File: config.mk
export PLATFORM = sky130hd
export DESIGN_NAME = rtc_regaccess
export DESIGN_NICKNAME = d
export VERILOG_FILES = /design/src/rtl/rtc_ra_pkg.sv /design/src/rtl/rtc_ra_ctrl.sv /design/src/rtl/rtc_ra_wbuf.sv /design/src/rtl/rtc_ra_store.sv /design/src/rtl/rtc_regaccess.sv
export SDC_FILE = /design/constraint.sdc
export NUM_CORES = 1
export LEC_CHECK = 0
export BUFFER_PORTS_ARGS = -buffer_cell sky130_fd_sc_hd__buf_2
export CORE_MARGIN = 5
export CORE_UTILIZATION = 55
export DETAILED_ROUTE_END_ITERATION = 12
export PLACE_DENSITY_LB_ADDON = 0.15
export SYNTH_ARGS = -nofsm -noshare
export SYNTH_HDL_FRONTEND = slang
export SYNTH_HIERARCHICAL = 1
export SYNTH_SLANG_ARGS = --single-unit
File: constraint.sdc
create_clock -name clk -period 5.1 [get_ports clk]
set_input_delay 0.255 -clock clk [delete_from_list [all_inputs] [get_ports clk]]
set_output_delay 0.255 -clock clk [all_outputs]
set_load 0.02 [all_outputs]
File: src/rtl/rtc_ra_pkg.sv
package rtc_ra_pkg;

    localparam int AW       = 8;
    localparam int DW       = 8;
    localparam int SEC_MAX  = 8;
    localparam int OFS_W    = $clog2(SEC_MAX);
    localparam int TIME_W   = SEC_MAX * DW;
    localparam int CFG_N    = 20;

    localparam logic [AW-1:0] AL0_FIRST  = 8'h00;
    localparam logic [AW-1:0] AL0_LAST   = 8'h07;
    localparam logic [AW-1:0] AL1_FIRST  = 8'h08;
    localparam logic [AW-1:0] AL1_LAST   = 8'h0F;
    localparam logic [AW-1:0] CTL_FIRST  = 8'h10;
    localparam logic [AW-1:0] CTL_LAST   = 8'h13;
    localparam logic [AW-1:0] TIME_FIRST = 8'h30;
    localparam logic [AW-1:0] TIME_LAST  = 8'h37;
    localparam logic [AW-1:0] STAT_ADDR  = 8'h3F;

    localparam int            ST_REGWE_BIT = 2;
    localparam logic [DW-1:0] ST_WMASK     = 8'hE7;
    localparam logic [DW-1:0] ST_RESET     = 8'h01;
    localparam logic [DW-1:0] CENTURY_RST  = 8'h20;
    localparam int            CENTURY_OFS  = 7;

    typedef enum logic [2:0] {
        SEC_NONE, SEC_AL0, SEC_AL1, SEC_CTL, SEC_TIME, SEC_STAT
    } sec_e;

    typedef struct packed {
        logic          start;
        logic          start_rd;
        logic          addr_vld;
        logic [AW-1:0] addr;
        logic          wr_vld;
        logic [DW-1:0] wdata;
        logic          rd_req;
        logic          stop;
    } bus_ev_t;

    typedef struct packed {
        logic               go;
        sec_e               sec;
        logic [SEC_MAX-1:0] mask;
        logic [TIME_W-1:0]  data;
    } commit_t;

    function automatic sec_e sec_of(input logic [AW-1:0] a);
        if (a <= AL0_LAST)                        return SEC_AL0;
        else if (a <= AL1_LAST)                   return SEC_AL1;
        else if (a >= CTL_FIRST && a <= CTL_LAST) return SEC_CTL;
        else if (a >= TIME_FIRST && a <= TIME_LAST) return SEC_TIME;
        else if (a == STAT_ADDR)                  return SEC_STAT;
        return SEC_NONE;
    endfunction

    function automatic logic [AW-1:0] sec_first(input sec_e s);
        case (s)
            SEC_AL1:  return AL1_FIRST;
            SEC_CTL:  return CTL_FIRST;
            SEC_TIME: return TIME_FIRST;
            SEC_STAT: return STAT_ADDR;
            default:  return AL0_FIRST;
        endcase
    endfunction

    function automatic logic [AW-1:0] sec_last(input sec_e s);
        case (s)
            SEC_AL1:  return AL1_LAST;
            SEC_CTL:  return CTL_LAST;
            SEC_TIME: return TIME_LAST;
            SEC_STAT: return STAT_ADDR;
            default:  return AL0_LAST;
        endcase
    endfunction

    function automatic logic [AW-1:0] ptr_next(input logic [AW-1:0] a);
        sec_e s;
        s = sec_of(a);
        if (s != SEC_NONE && a == sec_last(s)) return sec_first(s);
        return a + 8'd1;
    endfunction

endpackage

File: src/rtl/rtc_ra_ctrl.sv
module rtc_ra_ctrl
    import rtc_ra_pkg::*;
(
    input  logic          clk,
    input  logic          rst,
    input  bus_ev_t       ev,
    output logic [AW-1:0] ptr,
    output logic          acc_wr,
    output logic          acc_rd,
    output logic          commit_req,
    output logic          flush,
    output logic          snap_req
);
    logic op_act, op_rd, touched;
    logic plain, st_block, abort;

    assign plain    = op_act && !ev.start && !ev.stop && !ev.addr_vld;
    assign st_block = (sec_of(ptr) == SEC_STAT) && touched;
    assign acc_wr   = plain && !op_rd && ev.wr_vld && !st_block;
    assign acc_rd   = plain && op_rd && ev.rd_req && !st_block;
    assign abort    = plain && st_block &&
                      ((!op_rd && ev.wr_vld) || (op_rd && ev.rd_req));
    assign commit_req = ev.stop && op_act && !op_rd && !ev.start;
    assign flush    = ev.start || ev.stop || abort;
    assign snap_req = ev.start && ev.start_rd;

    always_ff @(posedge clk) begin
        if (rst) begin
            ptr     <= '0;
            op_act  <= 1'b0;
            op_rd   <= 1'b0;
            touched <= 1'b0;
        end else if (ev.start) begin
            op_act  <= 1'b1;
            op_rd   <= ev.start_rd;
            touched <= 1'b0;
        end else if (ev.stop || abort) begin
            op_act  <= 1'b0;
        end else if (ev.addr_vld && op_act && !op_rd) begin
            ptr     <= ev.addr;
            touched <= 1'b0;
        end else if (acc_wr || acc_rd) begin
            ptr     <= ptr_next(ptr);
            touched <= 1'b1;
        end
    end
endmodule

File: src/rtl/rtc_ra_wbuf.sv
module rtc_ra_wbuf
    import rtc_ra_pkg::*;
(
    input  logic          clk,
    input  logic          rst,
    input  logic          acc_wr,
    input  logic [AW-1:0] ptr,
    input  logic [DW-1:0] wdata,
    input  logic          flush,
    input  logic          commit_req,
    input  logic          regwe,
    output commit_t       cm
);
    logic [TIME_W-1:0]  data_q;
    logic [SEC_MAX-1:0] mask_q;
    sec_e               sec_q;
    sec_e               wsec;
    logic [OFS_W-1:0]   ofs;

    assign wsec = sec_of(ptr);
    assign ofs  = ptr[OFS_W-1:0];

    always_ff @(posedge clk) begin
        if (rst) begin
            data_q <= '0;
            mask_q <= '0;
            sec_q  <= SEC_NONE;
        end else if (flush) begin
            mask_q <= '0;
        end else if (acc_wr && wsec != SEC_NONE) begin
            data_q[ofs*DW +: DW] <= wdata;
            mask_q[ofs]          <= 1'b1;
            sec_q                <= wsec;
        end
    end

    always_comb begin
        cm.go   = commit_req && (|mask_q) && (sec_q == SEC_STAT || regwe);
        cm.sec  = sec_q;
        cm.mask = mask_q;
        cm.data = data_q;
    end
endmodule

File: src/rtl/rtc_ra_store.sv
module rtc_ra_store
    import rtc_ra_pkg::*;
(
    input  logic               clk,
    input  logic               rst,
    input  commit_t            cm,
    input  logic               snap_req,
    input  logic [TIME_W-1:0]  tm_live,
    input  logic               acc_rd,
    input  logic [AW-1:0]      ptr,
    output logic [DW-1:0]      rd_data,
    output logic               rd_vld,
    output logic [DW-1:0]      status,
    output logic               tm_load,
    output logic [TIME_W-1:0]  tm_load_data,
    output logic [SEC_MAX-1:0] tm_load_mask
);
    logic [DW-1:0]     cfg [CFG_N];
    logic [TIME_W-1:0] snap_q;
    logic [DW-1:0]     st_q;
    logic [DW-1:0]     mux;

    for (genvar g = 0; g < CFG_N; g++) begin : g_cfg
        localparam sec_e          G_SEC = (g < 8) ? SEC_AL0 : ((g < 16) ? SEC_AL1 : SEC_CTL);
        localparam int            G_OFS = g % SEC_MAX;
        localparam logic [DW-1:0] G_RST = (g < 16 && G_OFS == CENTURY_OFS) ? CENTURY_RST : 8'h00;
        logic [DW-1:0] q;
        always_ff @(posedge clk) begin
            if (rst)
                q <= G_RST;
            else if (cm.go && cm.sec == G_SEC && cm.mask[G_OFS])
                q <= cm.data[G_OFS*DW +: DW];
        end
        assign cfg[g] = q;
    end

    always_ff @(posedge clk) begin
        if (rst) begin
            st_q         <= ST_RESET;
            snap_q       <= '0;
            tm_load      <= 1'b0;
            tm_load_data <= '0;
            tm_load_mask <= '0;
        end else begin
            if (cm.go && cm.sec == SEC_STAT)
                st_q <= cm.data[CENTURY_OFS*DW +: DW] & ST_WMASK;
            if (snap_req)
                snap_q <= tm_live;
            tm_load <= cm.go && cm.sec == SEC_TIME;
            if (cm.go && cm.sec == SEC_TIME) begin
                tm_load_data <= cm.data;
                tm_load_mask <= cm.mask;
            end
        end
    end

    always_comb begin
        case (sec_of(ptr))
            SEC_AL0, SEC_AL1, SEC_CTL: mux = cfg[ptr[4:0]];
            SEC_TIME:                  mux = snap_q[ptr[OFS_W-1:0]*DW +: DW];
            SEC_STAT:                  mux = st_q;
            default:                   mux = '0;
        endcase
    end

    always_ff @(posedge clk) begin
        if (rst) begin
            rd_vld  <= 1'b0;
            rd_data <= '0;
        end else begin
            rd_vld <= acc_rd;
            if (acc_rd) rd_data <= mux;
        end
    end

    assign status = st_q;
endmodule

File: src/rtl/rtc_regaccess.sv
module rtc_regaccess
    import rtc_ra_pkg::*;
(
    input  logic               clk,
    input  logic               rst,
    input  logic               bus_start,
    input  logic               bus_start_rd,
    input  logic               bus_addr_vld,
    input  logic [AW-1:0]      bus_addr,
    input  logic               bus_wr_vld,
    input  logic [DW-1:0]      bus_wdata,
    input  logic               bus_rd_req,
    input  logic               bus_stop,
    output logic [DW-1:0]      rd_data,
    output logic               rd_vld,
    input  logic [TIME_W-1:0]  tm_live,
    output logic               tm_load,
    output logic [TIME_W-1:0]  tm_load_data,
    output logic [SEC_MAX-1:0] tm_load_mask
);
    bus_ev_t       ev;
    logic [AW-1:0] ptr_q;
    logic          acc_wr, acc_rd, commit_req, flush, snap_req;
    commit_t       cm;
    logic [DW-1:0] st_q;

    always_comb begin
        ev.start    = bus_start;
        ev.start_rd = bus_start_rd;
        ev.addr_vld = bus_addr_vld;
        ev.addr     = bus_addr;
        ev.wr_vld   = bus_wr_vld;
        ev.wdata    = bus_wdata;
        ev.rd_req   = bus_rd_req;
        ev.stop     = bus_stop;
    end

    rtc_ra_ctrl u_ctrl (
        .clk(clk), .rst(rst), .ev(ev), .ptr(ptr_q),
        .acc_wr(acc_wr), .acc_rd(acc_rd), .commit_req(commit_req),
        .flush(flush), .snap_req(snap_req)
    );

    rtc_ra_wbuf u_wbuf (
        .clk(clk), .rst(rst), .acc_wr(acc_wr), .ptr(ptr_q), .wdata(bus_wdata),
        .flush(flush), .commit_req(commit_req), .regwe(st_q[ST_REGWE_BIT]), .cm(cm)
    );

    rtc_ra_store u_store (
        .clk(clk), .rst(rst), .cm(cm), .snap_req(snap_req), .tm_live(tm_live),
        .acc_rd(acc_rd), .ptr(ptr_q), .rd_data(rd_data), .rd_vld(rd_vld),
        .status(st_q), .tm_load(tm_load), .tm_load_data(tm_load_data),
        .tm_load_mask(tm_load_mask)
    );
endmodule

==> flow_summary.rst, run 1 <==
.. list-table::
   :header-rows: 1

   * - Metric
     - Value
   * - # DRC
     - 0
   * - Number of port buffers
     - 169
   * - Drt wl/cell
     - 20.55 microns
   * - Per-instance average area after synthesis
     - 8.982 sq um
   * - Die outline area
     - 35100 sq um
   * - Gate count of the mapped netlist
     - 1926
   * - Via-per-instance ratio
     - 5.911
   * - Kind of critical path
     - flop to flop
   * - Number of filler cells placed in the layout
     - 2593
   * - Synth warn
     - 6
   * - IR drop worst, VDD
     - 256.5 uV
   * - Starting Density
     - 0.5525
   * - DR iter-0 viols
     - 1700
   * - Leakage power summed over all cells
     - 7.337 nW
   * - Grt total ovfl
     - 0
   * - Final setup viols
     - 0
   * - Half-perimeter wire length of the detailed placement result
     - 33.66 mm
   * - Via count of the first global-routing pass
     - 14.17k
   * - Remaining antenna violation count
     - 0
   * - CP top delay family
     - simple AND/OR/NAND/NOR gates
   * - Setup skew after layout
     - 0.02040 ns
   * - Final weighted congestion in routability-driven placement
     - 0.9165
   * - Crit path required time
     - 5.57 ns
   * - Die height
     - 187.4 microns
   * - Setup repair after global routing missed its margin
     - no
   * - CTS H-Tree Depth
     - 2
   * - Critical path's slowest cell
     - sky130_fd_sc_hd__nor4b_2
   * - All-Layer GR Usage
     - 0.2829
   * - Max_cap viols
     - 0
   * - Final count of hold timing violations
     - 0
   * - Total buffers and inverters traversed by the critical path
     - 0
   * - Layout cell share with drive strength beyond 1
     - 0.1532
   * - Clock tree from TritonCTS
     - yes
   * - Number of buffers on the longest clock path
     - 3
   * - Relative max-transition margin
     - 0.1974
   * - Vias after detailed routing
     - 14.92k
   * - Die width
     - 187.4 microns
   * - Layout overhead on the synthesized area
     - 17.54%
   * - CTS Root Cell
     - sky130_fd_sc_hd__clkbuf_16
   * - Final total power
     - 6.565 mW
   * - Final-stage net count
     - 2183
   * - Cell repeated most along the worst path
     - sky130_fd_sc_hd__nor2_1
   * - Total standard cell area after synthesis
     - 17300 sq um
   * - Worst setup EP type
     - flop
   * - Sum Neg Setup Slack
     - 0 ns
   * - Fmax
     - 276.2 MHz
   * - Number of pins exceeding their max-slew limit in the final report
     - 0
   * - Critical path arrival
     - 4.09 ns
   * - Post-Syn Nets
     - 2019
   * - Critical path, cell by cell
     - and4bb_2 -> nand3_1 -> nand2_1 -> nor2_1 -> nand2b_1 -> nor2_1 -> nor4b_2 -> mux2i_1
   * - Class of the most critical hold timing path
     - input pin to flop
   * - Clock transition at path regs
     - 0.06 ns
   * - Aggregate routed wire length
     - 51.87 mm
   * - Number of optimization iterations in the first detailed-route pass
     - 5
   * - Kind of start point of the critical path
     - flop
   * - Antenna violations before repair
     - 0
   * - Slew at the pin with the worst max-slew slack
     - 1.201 ns
   * - Core Util, Final
     - 0.6494
   * - Status
     - finished clean
   * - Worst slack at placement
     - 1.575 ns
   * - Area of the core
     - 31310 sq um
   * - Final clock period utilization by the worst path
     - 0.7100
   * - Maximum number of pins on one net before global-route repair
     - 106
   * - Number of buffers inserted during clock tree synthesis
     - 43
   * - Least setup slack across all paths after layout
     - 1.479 ns
   * - Count of pins on the block boundary
     - 170
   * - Worst skew pair latency
     - 0.54 ns
   * - Total clock sinks
     - 398
   * - Power Density
     - 322.9 nW/um^2
   * - Largest incremental delay on the critical path
     - 0.99 ns
   * - Wire length of the first global-routing pass
     - 80.85 mm
   * - Highest fanout seen on the critical path
     - 13
   * - Std-Cell Rows
     - 65
   * - Antenna cells
     - 0
   * - Shortest period the worst path allows
     - 3.621 ns
==> where the power goes <==
part	total (mW)	internal, mW	switching, mW	leakage [nW]
logic	0.289	0.134	0.155	3.42
clock network	3.12	1.86	1.26	0.700
registers	3.15	3.14	0.0194	3.21
total	6.57	5.13	1.43	7.34
==> through the flow <==
step / cells / instance area [sq um] / hold slack (ns)
floorplan: 1926 / 17300 / 0.3381
global placement: 2375 / 18180 / 0.4372
detailed placement: 2375 / 18180 / 0.4431
CTS: 2524 / 20330 / 0.02727
global route: 2524 / 20330 / 0.03687
finish: 2524 / 20330 / 0.05139
==> path summary, 6_finish.rpt <==
check / cells after the start / start / to / slack, ns
hold reg to reg: 2 / u_store/tm_load_data[52]$_SDFFE_PP0P_ / u_store/tm_load_data[52]$_SDFFE_PP0P_ / 0.45
hold / removal: 2 / bus_start / u_ctrl/touched$_SDFFE_PP0P_ / 0.05
setup / recovery: 8 / u_ctrl/ptr[6]$_SDFFE_PP0P_ / u_wbuf/data_q[39]$_SDFFE_PP0P_ / 1.48
setup reg to reg: 8 / u_ctrl/ptr[6]$_SDFFE_PP0P_ / u_wbuf/data_q[39]$_SDFFE_PP0P_ / 1.48
==> per-layer routing <==
layer | vias up | wire (microns) | GRT usage
met2 | 633 | 23880 | 0.4494
met5 | - | 0 | 0
met1 | 7152 | 22410 | 0.3967
met3 | 81 | 4243 | 0.05767
li1 | 7053 | - | -
met4 | 0 | 1329 | 0.07423
==> registers in the layout, summed over array words and instances (netlist names) <==
register,flops
u_store/g_cfg.q,160
u_store/tm_load_mask,8
u_ctrl/touched,1
u_wbuf/data_q,64
u_store/tm_load_data,64
u_ctrl/ptr,8
u_store/rd_vld,1
u_store/snap_q,64
u_store/tm_load,1
u_store/rd_data,8
u_wbuf/sec_q,3
u_store/status,6
u_ctrl/op_act,1
u_ctrl/op_rd,1
u_wbuf/mask_q,8
==> cell usage in the layout (no fill, tap or decap), drive strengths merged, types with 4 or more instances in the layout <==
cell type,n
dfxtp,398
nand2,367
a21oi,253
buf,191
mux2i,170
nand3,167
nor2,111
nand2b,76
dlygate4sd3,72
clkbuf,66
mux4,37
a22oi,15
nor2b,13
inv,13
mux2,12
nand4,11
o21ai,10
nor3,10
a311oi,8
a31oi,7
a22o,7
or4,7
clkinv,7
and2,7
a41oi,5
a211oi,5
ha,5
and3,5
nor4,5
a211o,4
o32ai,4
a21boi,4
==> layout make-up <==
| class | instances | area [sq um] | share of cell area |
|---|---|---|---|
| well taps | 402 | 503.0 | 0.02474 |
| flip-flops and latches | 398 | 7973 | 0.3921 |
| clock inverters | 11 | 125.1 | 0.006153 |
| repair buffers | 263 | 1754 | 0.08627 |
| multi-input cells | 1371 | 8626 | 0.4242 |
| clock buffers | 66 | 1304 | 0.06412 |
| inverters | 13 | 48.80 | 0.002400 |
==> worst register-to-register path: cells and delay by family (launching register included) <==
family        cells  cell delay, ns
flops             1            0.61
simple gates      7            2.68
mux               1            0.28
==> what timing repair did <==
action	in CTS	in global routing
gates resized for setup	0	0
endpoints found under the hold margin	72	0
hold buffers	72	0
setup buffers	0	0
(Power assumes the default switching activity.)
==> run 2, diff against run 1 <==
CORE_UTILIZATION = 53   (was 55)
clock period = 3.2 ns   (was 5.1 ns; I/O delays follow)
==> run 2 against run 1 <==
Combinational power rose by 65%. Total power rose by 58%. Worst hold slack got worse by 0.041 ns. Routed wire length rose by 1.7%. Final area rose by 1.5%. Largest cell class unchanged. Largest power group unchanged.
==> flow_summary.rst, run 2 (synthesis gave the netlist of run 1 again) <==
.. list-table::
   :header-rows: 1

   * - Metric
     - Value
   * - Status
     - finished clean
   * - Count of pins on the block boundary
     - 170 (unchanged)
   * - CTS Root Cell
     - sky130_fd_sc_hd__clkbuf_16
   * - Layout overhead on the synthesized area
     - 19.32%
   * - Relative max-transition margin
     - 0.3142 (+0.1168)
   * - Number of pins exceeding their max-slew limit in the final report
     - 0 (unchanged)
   * - Vias after detailed routing
     - 14.95k (+0.21%)
   * - Half-perimeter wire length of the detailed placement result
     - 34.44 mm (+2.3%)
   * - CTS H-Tree Depth
     - 2 (unchanged)
   * - Final clock period utilization by the worst path
     - 0.9079 (+0.1979)
   * - Register with the most flip-flops
     - u_store/g_cfg.q
   * - Final count of hold timing violations
     - 0 (unchanged)
   * - Number of port buffers
     - 169 (unchanged)
   * - Slew at the pin with the worst max-slew slack
     - 1.029 ns (-0.1721 ns)
   * - Kind of critical path
     - flop to flop
   * - Setup skew after layout
     - 0.01722 ns (-0.003177 ns)
   * - Die outline area
     - 36350 sq um (+3.6%)
   * - Met3 WL post-DR
     - 4.119 mm (-2.9%)
   * - Drt wl/cell
     - 20.34 microns (-1.0%)
   * - Final worst hold slack
     - 0.01024 ns (-0.04115 ns)
   * - Filler-free cell count of the finished design
     - 2593 (+2.7%)
   * - Worst slack at placement
     - 0.3391 ns (-1.236 ns)
   * - Number of flip-flops in the largest register
     - 160 (unchanged)
   * - Starting Density
     - 0.5344 (-0.01809)
   * - Fmax
     - 344.2 MHz (+25%)
   * - Remaining antenna violation count
     - 0 (unchanged)
   * - Clock tree from TritonCTS
     - yes
   * - Post-CTS setup buffer count
     - 0 (unchanged)
   * - Setup repair after global routing missed its margin
     - no
   * - Sum Neg Setup Slack
     - 0 ns (unchanged)
   * - All-Layer GR Usage
     - 0.2804 (-0.002438)
   * - Most common cell after layout, fill and taps aside
     - sky130_fd_sc_hd__dfxtp_1
   * - Total non-filler cell area in the finished layout
     - 20640 sq um (+1.5%)
   * - Aggregate routed wire length
     - 52.74 mm (+1.7%)
   * - Final-stage net count
     - 2212 (+1.3%)
   * - Critical path arrival
     - 3.33 ns (-0.76 ns)
   * - DR iter-0 viols
     - 1442 (-15%)
   * - Via-per-instance ratio
     - 5.766 (-2.5%)
   * - Most frequent cells in the layout
     - sky130_fd_sc_hd__dfxtp_1 (396), sky130_fd_sc_hd__nand2_1 (367), sky130_fd_sc_hd__a21oi_1 (252)
   * - Power Density
     - 501.7 nW/um^2 (+55%)
   * - Worst skew pair latency
     - 0.54 ns (about the same)
   * - Antenna violations before repair
     - 1 (+1)
   * - DR WL met2
     - 24.13 mm (+1.0%)
   * - Least setup slack across all paths after layout
     - 0.2948 ns (-1.184 ns)
   * - Instance count after placement with tap cells included
     - 2442 (+2.8%)
   * - Maximum number of pins on one net before global-route repair
     - 171 (+61%)
   * - # DRC
     - 0 (unchanged)
   * - Leakage power summed over all cells
     - 7.495 nW (+2.2%)
   * - Wire length of the first global-routing pass
     - 81.30 mm (+0.55%)
   * - Number of buffers inserted during clock tree synthesis
     - 43 (unchanged)
   * - Kind of start point of the critical path
     - flop
   * - IR drop worst, VDD
     - 405.1 uV (+58%)
   * - Number of buffers on the longest clock path
     - 3 (unchanged)
   * - Layout cell share with drive strength beyond 1
     - 0.1619 (+0.008703)
   * - Std-Cell Rows
     - 66 (+1.5%)
   * - Final setup viols
     - 0 (unchanged)
   * - Class of the most critical hold timing path
     - input pin to flop
   * - Area of the core
     - 32370 sq um (+3.4%)
   * - Die height
     - 190.7 microns (+1.8%)
   * - Worst setup EP type
     - flop
   * - Area after detailed placement
     - 18510 sq um (+1.8%)
   * - Max_cap viols
     - 0 (unchanged)
   * - Length of routed wiring on met1
     - 22.95 mm (+2.4%)
   * - Clock transition at path regs
     - 0.06 ns (about the same)
   * - Total clock sinks
     - 398 (unchanged)
   * - Number of optimization iterations in the first detailed-route pass
     - 6 (+1)
   * - Grt total ovfl
     - 0 (unchanged)
   * - Final weighted congestion in routability-driven placement
     - 0.9085 (-0.87%)
   * - Highest routed metal layer
     - met4
   * - Via count of the first global-routing pass
     - 14.36k (+1.3%)
   * - Highest fanout seen on the critical path
     - 13 (unchanged)
   * - Shortest period the worst path allows
     - 2.905 ns (-0.7158 ns)
   * - Die width
     - 190.7 microns (+1.8%)
   * - Core Util, Final
     - 0.6376 (-0.01175)
   * - Crit path required time
     - 3.62 ns (-1.95 ns)
   * - Final total power
     - 10.35 mW (+58%)
-- run 2: layout make-up --
| type | count | area [sq um] |
|---|---|---|
| diodes | 1 | 2.502 |
| clock buffers | 66 | 1296 |
| clock inverters | 10 | 90.09 |
| fillers | 2740 | 11730 |
| inverters | 13 | 48.80 |
| multi-input cells | 1371 | 8626 |
| flip-flops and latches | 398 | 7973 |
| well taps | 442 | 553.0 |
| repair buffers | 292 | 2052 |
-- run 2: final timing paths --
check                                             start                               endpoint  slack, ns  cells after the start
setup / recovery             u_ctrl/ptr[5]$_SDFFE_PP0P_         u_wbuf/data_q[44]$_SDFFE_PP0P_       0.29                      7
hold / removal                              bus_addr[3]             u_ctrl/ptr[3]$_SDFFE_PP0P_       0.01                      3
setup reg to reg             u_ctrl/ptr[5]$_SDFFE_PP0P_         u_wbuf/data_q[44]$_SDFFE_PP0P_       0.29                      7
hold reg to reg   u_store/tm_load_data[51]$_SDFFE_PP0P_  u_store/tm_load_data[51]$_SDFFE_PP0P_       0.45                      2
-- run 2: layer usage --
metal | up-vias | track usage
met4 | 0 | 0.08785
met1 | 7142 | 0.3896
li1 | 7110 | -
met3 | 86 | 0.05218
met2 | 613 | 0.4465
met5 | - | 0
-- run 2: where the power goes --
part	switching [mW]	internal, mW	leakage, nW
sequential	0.0250	5.00	3.21
clock	1.98	2.87	0.688
combinational	0.255	0.221	3.59
-- run 2: repair_timing --
item                                   in CTS  in global routing
endpoints found under the hold margin      91                  0
hold buffers                               74                  0
gates resized for setup                     0                  0
-- run 2: critical path, cell delays in order (launching register included) --
cell and delay, ns:
sky130_fd_sc_hd__dfxtp_1 0.44, sky130_fd_sc_hd__and4bb_2 0.34, sky130_fd_sc_hd__a41oi_1 0.29, sky130_fd_sc_hd__nand2_1 0.14, sky130_fd_sc_hd__nand2b_1 0.42, sky130_fd_sc_hd__nor2_1 0.36, sky130_fd_sc_hd__nand4_2 0.39, sky130_fd_sc_hd__mux2_2 0.41
